--- src/rtl/iop_pkg.sv ---
package iop_pkg;

  typedef enum logic [1:0] {
    TR_NONE      = 2'd0,
    TR_BEYOND    = 2'd1,
    TR_BIT_CLEAR = 2'd2
  } trap_why_e;

  typedef enum logic [1:0] {
    ST_IDLE,
    ST_READ,
    ST_WAIT,
    ST_RESP
  } iop_state_e;

  typedef struct packed {
    logic      allow;
    trap_why_e why;
  } verdict_t;

endpackage

--- src/rtl/iop_screen.sv ---
// Threshold and length screening, purely combinational
module iop_screen #(
  parameter int PL_W   = 2,
  parameter int PORT_W = 16,
  localparam int LEN_W = PORT_W + 1
) (
  input  logic [PL_W-1:0]   cpl_i,
  input  logic [PL_W-1:0]   iopl_i,
  input  logic [PORT_W-1:0] port_i,
  input  logic [LEN_W-1:0]  map_len_i,
  output logic              grant_fast_o,
  output logic              beyond_o
);
  assign grant_fast_o = (cpl_i <= iopl_i);
  assign beyond_o     = ({1'b0, port_i} >= map_len_i);
endmodule

--- src/rtl/iop_bit_pick.sv ---
module iop_bit_pick #(
  parameter int WORD_W = 16,
  localparam int IDX_W = $clog2(WORD_W)
) (
  input  logic [WORD_W-1:0] word_i,
  input  logic [IDX_W-1:0]  idx_i,
  output logic              bit_o
);
  logic [WORD_W-1:0] hit;

  for (genvar g = 0; g < WORD_W; g++) begin : g_lane
    assign hit[g] = word_i[g] && (idx_i == IDX_W'(g));
  end

  assign bit_o = |hit;
endmodule

--- src/rtl/iop_ctrl.sv ---
module iop_ctrl
  import iop_pkg::*;
#(
  parameter int PORT_W = 16,
  parameter int WORD_W = 16,
  localparam int IDX_W  = $clog2(WORD_W),
  localparam int ADDR_W = PORT_W - IDX_W
) (
  input  logic              clk_i,
  input  logic              rst_ni,
  input  logic              req_fire_i,
  input  logic              grant_fast_i,
  input  logic              beyond_i,
  input  logic [PORT_W-1:0] port_i,
  input  logic              rd_valid_i,
  input  logic              pick_bit_i,
  input  logic              rsp_ready_i,
  output logic              idle_o,
  output logic              rd_en_o,
  output logic [ADDR_W-1:0] rd_addr_o,
  output logic [IDX_W-1:0]  bit_idx_o,
  output logic              rsp_valid_o,
  output verdict_t          verdict_o
);
  iop_state_e        state_q, state_d;
  logic [PORT_W-1:0] port_q;
  verdict_t          verdict_q;

  always_comb begin
    state_d = state_q;
    unique case (state_q)
      ST_IDLE: if (req_fire_i) state_d = (grant_fast_i || beyond_i) ? ST_RESP : ST_READ;
      ST_READ: state_d = ST_WAIT;
      ST_WAIT: if (rd_valid_i) state_d = ST_RESP;
      ST_RESP: if (rsp_ready_i) state_d = ST_IDLE;
      default: state_d = ST_IDLE;
    endcase
  end

  always_ff @(posedge clk_i or negedge rst_ni) begin
    if (!rst_ni) begin
      state_q   <= ST_IDLE;
      port_q    <= '0;
      verdict_q <= '{allow: 1'b0, why: TR_NONE};
    end else begin
      state_q <= state_d;
      if (state_q == ST_IDLE && req_fire_i) begin
        port_q <= port_i;
        if (grant_fast_i)  verdict_q <= '{allow: 1'b1, why: TR_NONE};
        else if (beyond_i) verdict_q <= '{allow: 1'b0, why: TR_BEYOND};
      end
      if (state_q == ST_WAIT && rd_valid_i) begin
        verdict_q <= pick_bit_i ? '{allow: 1'b1, why: TR_NONE}
                                : '{allow: 1'b0, why: TR_BIT_CLEAR};
      end
    end
  end

  assign idle_o      = (state_q == ST_IDLE);
  assign rd_en_o     = (state_q == ST_READ);
  assign rd_addr_o   = port_q[PORT_W-1:IDX_W];
  assign bit_idx_o   = port_q[IDX_W-1:0];
  assign rsp_valid_o = (state_q == ST_RESP);
  assign verdict_o   = verdict_q;
endmodule

--- src/rtl/io_perm_check.sv ---
module io_perm_check
  import iop_pkg::*;
#(
  parameter int PL_W   = 2,
  parameter int PORT_W = 16,
  parameter int WORD_W = 16,
  localparam int LEN_W  = PORT_W + 1,
  localparam int IDX_W  = $clog2(WORD_W),
  localparam int ADDR_W = PORT_W - IDX_W
) (
  input  logic              clk_i,
  input  logic              rst_ni,
  input  logic              req_valid_i,
  output logic              req_ready_o,
  input  logic [PL_W-1:0]   req_cpl_i,
  input  logic [PL_W-1:0]   req_iopl_i,
  input  logic [PORT_W-1:0] req_port_i,
  input  logic [LEN_W-1:0]  req_map_len_i,
  output logic              mem_rd_en_o,
  output logic [ADDR_W-1:0] mem_rd_addr_o,
  input  logic              mem_rd_valid_i,
  input  logic [WORD_W-1:0] mem_rd_data_i,
  output logic              rsp_valid_o,
  input  logic              rsp_ready_i,
  output logic              rsp_allow_o,
  output logic [1:0]        rsp_reason_o
);
  logic             grant_fast, beyond, pick_bit, idle;
  logic [IDX_W-1:0] bit_idx;
  verdict_t         verdict;

  iop_screen #(.PL_W(PL_W), .PORT_W(PORT_W)) u_screen (
    .cpl_i        (req_cpl_i),
    .iopl_i       (req_iopl_i),
    .port_i       (req_port_i),
    .map_len_i    (req_map_len_i),
    .grant_fast_o (grant_fast),
    .beyond_o     (beyond)
  );

  iop_bit_pick #(.WORD_W(WORD_W)) u_pick (
    .word_i (mem_rd_data_i),
    .idx_i  (bit_idx),
    .bit_o  (pick_bit)
  );

  iop_ctrl #(.PORT_W(PORT_W), .WORD_W(WORD_W)) u_ctrl (
    .clk_i        (clk_i),
    .rst_ni       (rst_ni),
    .req_fire_i   (req_valid_i && idle),
    .grant_fast_i (grant_fast),
    .beyond_i     (beyond),
    .port_i       (req_port_i),
    .rd_valid_i   (mem_rd_valid_i),
    .pick_bit_i   (pick_bit),
    .rsp_ready_i  (rsp_ready_i),
    .idle_o       (idle),
    .rd_en_o      (mem_rd_en_o),
    .rd_addr_o    (mem_rd_addr_o),
    .bit_idx_o    (bit_idx),
    .rsp_valid_o  (rsp_valid_o),
    .verdict_o    (verdict)
  );

  assign req_ready_o  = idle;
  assign rsp_allow_o  = verdict.allow;
  assign rsp_reason_o = verdict.why;
endmodule

--- config.mk ---
export PLATFORM = sky130hd
export DESIGN_NAME = io_perm_check
export DESIGN_NICKNAME = d
export VERILOG_FILES = /design/src/rtl/iop_pkg.sv /design/src/rtl/iop_screen.sv /design/src/rtl/iop_bit_pick.sv /design/src/rtl/iop_ctrl.sv /design/src/rtl/io_perm_check.sv
export SDC_FILE = /design/constraint.sdc
export NUM_CORES = 1
export LEC_CHECK = 0
export BUFFER_PORTS_ARGS = -buffer_cell sky130_fd_sc_hd__clkbuf_2
export CAP_MARGIN = 25
export CORE_MARGIN = 8
export CORE_UTILIZATION = 30
export DETAILED_ROUTE_END_ITERATION = 8
export PLACE_DENSITY = 0.61
export SETUP_SLACK_MARGIN = 0.02
export SYNTH_ARGS = -nofsm -noshare
export SYNTH_HDL_FRONTEND = slang
export SYNTH_SLANG_ARGS = --single-unit
--- constraint.sdc ---
create_clock -name clk_i -period 3.9 [get_ports clk_i]
set_input_delay 0.585 -clock clk_i [delete_from_list [all_inputs] [get_ports clk_i]]
set_output_delay 0.585 -clock clk_i [all_outputs]
set_load 0.005 [all_outputs]
==> flow_metrics.py, run 1 <==
metrics = {
    "sta": {
        "slew_headroom_pct": 45.2,
        "worst_pin_slew_ns": 0.819,
        "fin_crit_ns": 2.08,
        "fin_skew_ns": 0.00277,
        "hold_violations": 0,
        "setup_violations": 0,
        "max_freq_mhz": 482,
        "slew_violations": 0,
        "setup_tns_ns": 0,
        "fin_crit_sh_pct": 53.3,
        "rsz0062_at_grt": "false",
    },
    "cells_and_area": {
        "fin_nets": 291,
        "areaGrowthSynthToFinish_pct": 33.5,
        "nFillCells": 502,
        "drive_above_1_share_pct": 45.7,
        "antennaDiodeCount": 0,
        "multiInputGateArea_um2": 830,
        "seq_area_um2": 526,
        "stdcell_area_mm2": 0.00193,
    },
    "floorplan": {
        "die_area_mm2": 0.00731,
        "die_y_um": 85.5,
        "die_w_um": 85.5,
        "start_util_pct": 30.9,
        "core-area_mm2": 0.00469,
        "rows": 25,
        "io_pins": 76,
    },
    "yosys": {
        "synth.distinct_cells": 28,
        "syn_avg_cell_area_um2": 11.0,
        "syn_nets": 212,
        "yosys_warnings": 0,
        "syn_inst": 132,
        "ys_seq_area_share_pct": 36.3,
        "ys_ff_latch": 21,
        "synth_area_mm2": 0.00145,
    },
    "setup_path": {
        "worst-path-max-fanout": 19,
        "cp-end-kind": "register",
        "criticalPathCategory": "reg -> reg",
        "start_kind": "register",
        "cp.arrival_ns": 2.22,
        "cp.required_ns": 4.05,
    },
    "status": {
        "status": "complete, no violations",
    },
    "clock_network": {
        "cts_resized": 0,
        "clk_latency_ns": 0.26,
        "htreeDepth": 1,
        "cts_setup_buffers": 0,
        "cts_tree": "done",
        "cts_buffer_depth": 2,
        "clkSinkCount": 21,
        "cts_buffers": 3,
        "clkTransAtPathRegs_ns": 0.08,
        "clockRootBuffer": "clkbuf_8",
        "hold_buffers": 0,
    },
    "detailed_routing": {
        "drc": 0,
        "drt_iter0_drc": 24,
        "via_count": 1228,
        "wl_um": 3820,
        "drt-vias-per-instance": 4.65,
        "drt_first_pass_iters": 4,
        "routedWlPerCell_um": 14.5,
        "drtAntennaViolNets": 0,
    },
    "power": {
        "power_density_mw_per_mm2": 530,
        "p_int_mw": 0.678,
        "swShare_pct": 33.9,
        "power_frac_seq_pct": 39.8,
        "p_comb_share_pct": 46.4,
        "pwr-share-clk_pct": 13.8,
        "switchingPower_mw": 0.348,
        "p_leak_nw": 1.10,
        "ir_drop_mv": 0.281,
    },
    "place": {
        "place_congestion": 0.728,
        "dp_hpwl_um": 3340,
        "port_buffers": 75,
        "place_area_mm2": 0.00189,
    },
    "global_routing": {
        "antenna_found_initial": 0,
        "grt_first_pass_wirelength_um": 6360,
        "grt_pass1_vias": 1395,
        "grt-ovfl-total": 0,
        "grtUsageTotal_pct": 10.6,
        "grt_max_degree": 22,
    },
    "flow_run": {
        "max_cap_violations": 0,
    },
    "hold_path": {
        "hold_class": "in -> async",
    },
}
## power by group through the flow
stage	combinational, mW	clock (mW)	sequential (mW)
after detailed placement	0.487	0	0.415
after CTS	0.489	0.149	0.409
final	0.476	0.142	0.408
after global placement	0.483	0	0.406
after floorplan	0.296	0	0.402
after global routing	0.538	0.157	0.424
## path summary, 6_finish.rpt
path | from | end | slack (ns) | cells after the start
worst max-delay path | u_ctrl.state_q[0] | u_ctrl.verdict_o[2] | 1.82 | 5
worst min-delay path | rst_ni | u_ctrl.port_q[2] | 0.30 | 1
worst max register to register | u_ctrl.state_q[0] | u_ctrl.verdict_o[2] | 1.82 | 5
worst min register to register | u_ctrl.port_q[13] | u_ctrl.port_q[13] | 0.51 | 1
max in group asynchronous | rst_ni | u_ctrl.verdict_o[0] | 3.23 | 1
min in group clk_i | u_ctrl.port_q[13] | u_ctrl.port_q[13] | 0.51 | 1
## cell type report
cell class,instances,share of cell area (%)
Clock buffer,3,2.13
Clock inverter,1,0.259
Inverter,24,4.66
Multi-Input combinational cell,86,42.9
Sequential cell,21,27.2
Tap cell,54,3.49
Timing Repair Buffer,75,19.4
## cell usage in the layout (no fill, tap or decap), drive strengths merged, types with 2 or more instances in the layout
cell / count
mux2: 15
nor2b: 2
nand3: 2
mux4: 5
nand2: 6
a31oi: 2
clkbuf: 78
o21ai: 5
a21o: 3
ha: 22
o21bai: 2
dfrtp: 21
nor2: 3
a21oi: 7
inv: 24
## cells in the mapped netlist
master / n / area share, %
a21oi_1: 7 / 2.4
a31oi_1: 2 / 0.86
o21ai_0: 5 / 1.7
inv_1: 24 / 6.2
a21boi_0: 1 / 0.52
o22ai_1: 1 / 0.43
a32o_1: 1 / 0.69
and3_1: 1 / 0.43
a221o_1: 1 / 0.69
nand4_1: 1 / 0.43
o21bai_1: 2 / 1.0
nor2b_1: 2 / 0.86
nand2_1: 6 / 1.6
a2bb2oi_1: 1 / 0.60
a31o_2: 1 / 0.60
mux4_2: 1 / 1.6
nand3_1: 2 / 0.69
nand4b_1: 1 / 0.60
or2_0: 1 / 0.43
nor3_1: 1 / 0.35
o211ai_1: 1 / 0.52
ha_1: 22 / 19
nor2_1: 3 / 0.78
dfrtp_1: 21 / 36
mux4_1: 4 / 7.3
a21o_1: 3 / 1.6
clkbuf_1: 1 / 0.26
mux2_2: 15 / 12
## routing by layer
metal | part of all wire [%] | wire length [um] | track usage [%]
met1 | 43 | 1630 | 12.1
met2 | 49 | 1880 | 18.9
met3 | 6.5 | 250 | 2.77
met4 | 1.5 | 58 | 2.87
met5 | 0 | 0 | 0
## registers in the layout, indices dropped and copies added, names as in the netlist
signal	cells
u_ctrl.port_q	16
u_ctrl.state_q	2
u_ctrl.verdict_o	3
## worst max-delay path, stage by stage (launching register included)
cell and delay (ns):
dfrtp_1 0.41, inv_1 0.11, ha_1 0.28, nand2_1 0.53
o21bai_1 0.38, a32o_1 0.26
## metrics by stage
| stage | std cells | power (mW) | hold WS [ns] | utilization [%] | setup slack [ns] |
|---|---|---|---|---|---|
| final | 264 | 1.03 | 0.305 | 41.2 | 1.82 |
| after CTS | 264 | 1.05 | 0.327 | 41.2 | 1.81 |
| after global placement | 260 | 0.889 | 0.488 | 40.2 | 1.64 |
| after global routing | 264 | 1.12 | 0.334 | 41.2 | 1.62 |
| after floorplan | 132 | 0.697 | 0.289 | - | 1.84 |
| after detailed placement | 260 | 0.902 | 0.496 | 40.2 | 1.61 |
## cells by family after synthesis
kind of cell | share of synthesized area [%]
AO/OA/AOI/OAI | 11.7
buffers and inverters | 6.48
adder cells (fa/ha/maj) | 19.0
flip-flops | 36.3
multiplexers | 20.5
AND/OR/NAND/NOR | 6.13
No activity file was read; power rests on OpenSTA's default activity.
==> run 2, diff against run 1 <==
clock period = 2 ns   (was 3.9 ns; I/O delays follow)
==> run 2 against run 1 <==
  * Global-route usage grew 0.54 points
  * Worst setup slack got worse by 1.8 ns
  * Die area did not move
  * Sequential share of layout area is 0.21 points lower
  * Combinational power up 110%
  * Clock power grew 100%
  * Cell count increased by 1.5%
  * Critical path type unchanged
  * Critical endpoint unchanged
  * Largest power group unchanged
==> flow_metrics.py, run 2 (synthesized netlist as in run 1, its figures left out) <==
metrics = {
    "setup_path": {
        "cp_cell_sequence": "mux4_2 > mux4_2 > or2_0 > a32o_1",
        "criticalPathCategory": "reg -> reg",
        "worst-path-max-fanout": 5,
        "cp_num_buf_inv": 0,
        "start_kind": "register",
        "cp.required_ns": 2.16,
        "cp_top_family": "multiplexers",
        "crit_slowest_cell": "mux4_2",
        "slowest_delay_ns": 0.51,
        "crit_top_cell": "mux4_2",
        "cp-end-kind": "register",
        "cp.arrival_ns": 2.11,
    },
    "sta": {
        "hold_violations": 0,
        "slew_headroom_pct": 62.6,
        "fin_skew_ns": 0.00404,
        "fin_crit_sh_pct": 97.8,
        "slew_violations": 0,
        "rsz0062_at_grt": "true",
        "max_freq_mhz": 511,
        "worst_pin_slew_ns": 0.561,
        "fin_crit_ns": 1.96,
        "setup_slack_ns": 0.0437,
        "setup_violations": 0,
    },
    "cells_and_area": {
        "areaGrowthSynthToFinish_pct": 34.9,
        "fin_nets": 295,
        "stdcell_area_mm2": 0.00195,
        "mostFrequentLayoutCells": "75 x clkbuf_2, 24 x inv_1, 22 x ha_1",
        "largest_reg_flops": 16,
        "largest-register": "u_ctrl.port_q",
        "layout_commonest_cell": "clkbuf_2",
        "antennaDiodeCount": 0,
        "fin_util_pct": 41.7,
        "drive_above_1_share_pct": 48.6,
    },
    "floorplan": {
        "die_y_um": 85.5,
        "die_w_um": 85.5,
        "die_area_mm2": 0.00731,
        "rows": 25,
        "core-area_mm2": 0.00469,
        "io_pins": 76,
        "start_util_pct": 30.9,
    },
    "detailed_routing": {
        "drt_iter0_drc": 34,
        "drt-vias-per-instance": 4.77,
        "drc": 0,
        "drt_first_pass_iters": 4,
        "via_count": 1278,
        "routedWlPerCell_um": 15.1,
        "wl_um": 4050,
        "drtAntennaViolNets": 0,
    },
    "global_routing": {
        "antenna_found_initial": 0,
        "grtUsageTotal_pct": 11.1,
        "grt_first_pass_wirelength_um": 6470,
        "grt-ovfl-total": 0,
        "grt_pass1_vias": 1395,
        "grt_max_degree": 22,
    },
    "clock_network": {
        "clkTransAtPathRegs_ns": 0.08,
        "clk_latency_ns": 0.26,
        "cts_resized": 2,
        "cts_buffer_depth": 2,
        "cts_tree": "done",
        "hold_buffers": 0,
        "clockRootBuffer": "clkbuf_8",
        "cts_buffers": 3,
        "cts_setup_buffers": 0,
        "htreeDepth": 1,
        "clkSinkCount": 21,
    },
    "hold_path": {
        "hold_class": "in -> async",
    },
    "power": {
        "p_leak_nw": 1.10,
        "ir_drop_mv": 0.449,
        "power_density_mw_per_mm2": 1060,
    },
    "place": {
        "place_area_mm2": 0.00192,
        "dp_hpwl_um": 3530,
        "dpl_worst_slack_ns": -0.0387,
        "port_buffers": 75,
        "place_congestion": 0.816,
    },
    "flow_run": {
        "max_cap_violations": 0,
    },
    "status": {
        "status": "complete, no violations",
    },
}
## run 2: report_power, final
group          total, mW  internal, mW  switching [mW]
Sequential         0.787         0.644           0.143
Clock              0.288         0.139           0.149
Combinational       1.00         0.586           0.415
## run 2: path summary, 6_finish.rpt
kind	from	to	slack (ns)	cells after the start
max in group asynchronous	rst_ni	u_ctrl.port_q[1]	1.59	1
worst min-delay path	rst_ni	u_ctrl.port_q[2]	0.008	1
worst max-delay path	u_ctrl.port_q[1]	u_ctrl.verdict_o[2]	0.04	4
min in group clk_i	req_port_i[9]	u_ctrl.port_q[9]	0.29	2
worst max register to register	u_ctrl.port_q[1]	u_ctrl.verdict_o[2]	0.04	4
worst min register to register	u_ctrl.port_q[10]	u_ctrl.port_q[10]	0.51	1
## run 2: worst register-to-register path, delay by kind of cell (launching register included)
kind | cells | cell delay, ns
compound gates | 1 | 0.21
mux | 2 | 0.99
simple gates | 1 | 0.21
flops | 1 | 0.44
## run 2: final cells by class
class	instances	area [um^2]
clock buffer	3	41.3
clock inverter	1	5.00
fill	498	2740
inverter	24	90.1
multi-input combinational	86	818
sequential	21	527
tap	54	67.6
timing repair buffer	79	405
## run 2: per-stage QoR
step | TNS, ns | std cells | power [mW] | hold slack [ns]
2_1_floorplan | 0 | 132 | 1.36 | 0.00441
3_3_place_gp | -0.0250 | 264 | 1.77 | 0.318
3_5_place_dp | -0.0604 | 264 | 1.80 | 0.321
4_1_cts | 0 | 268 | 2.10 | 0.0327
5_1_grt | -0.0360 | 268 | 2.26 | 0.0517
6_report | 0 | 268 | 2.08 | 0.00827
## run 2: routing by layer
metal	share of wire (%)	GRT usage (%)	vias up
met5	0	0	-
met4	1.7	3.50	0
met3	5.9	2.77	4
met2	51	20.0	40
met1	41	12.6	602
li1	-	-	632
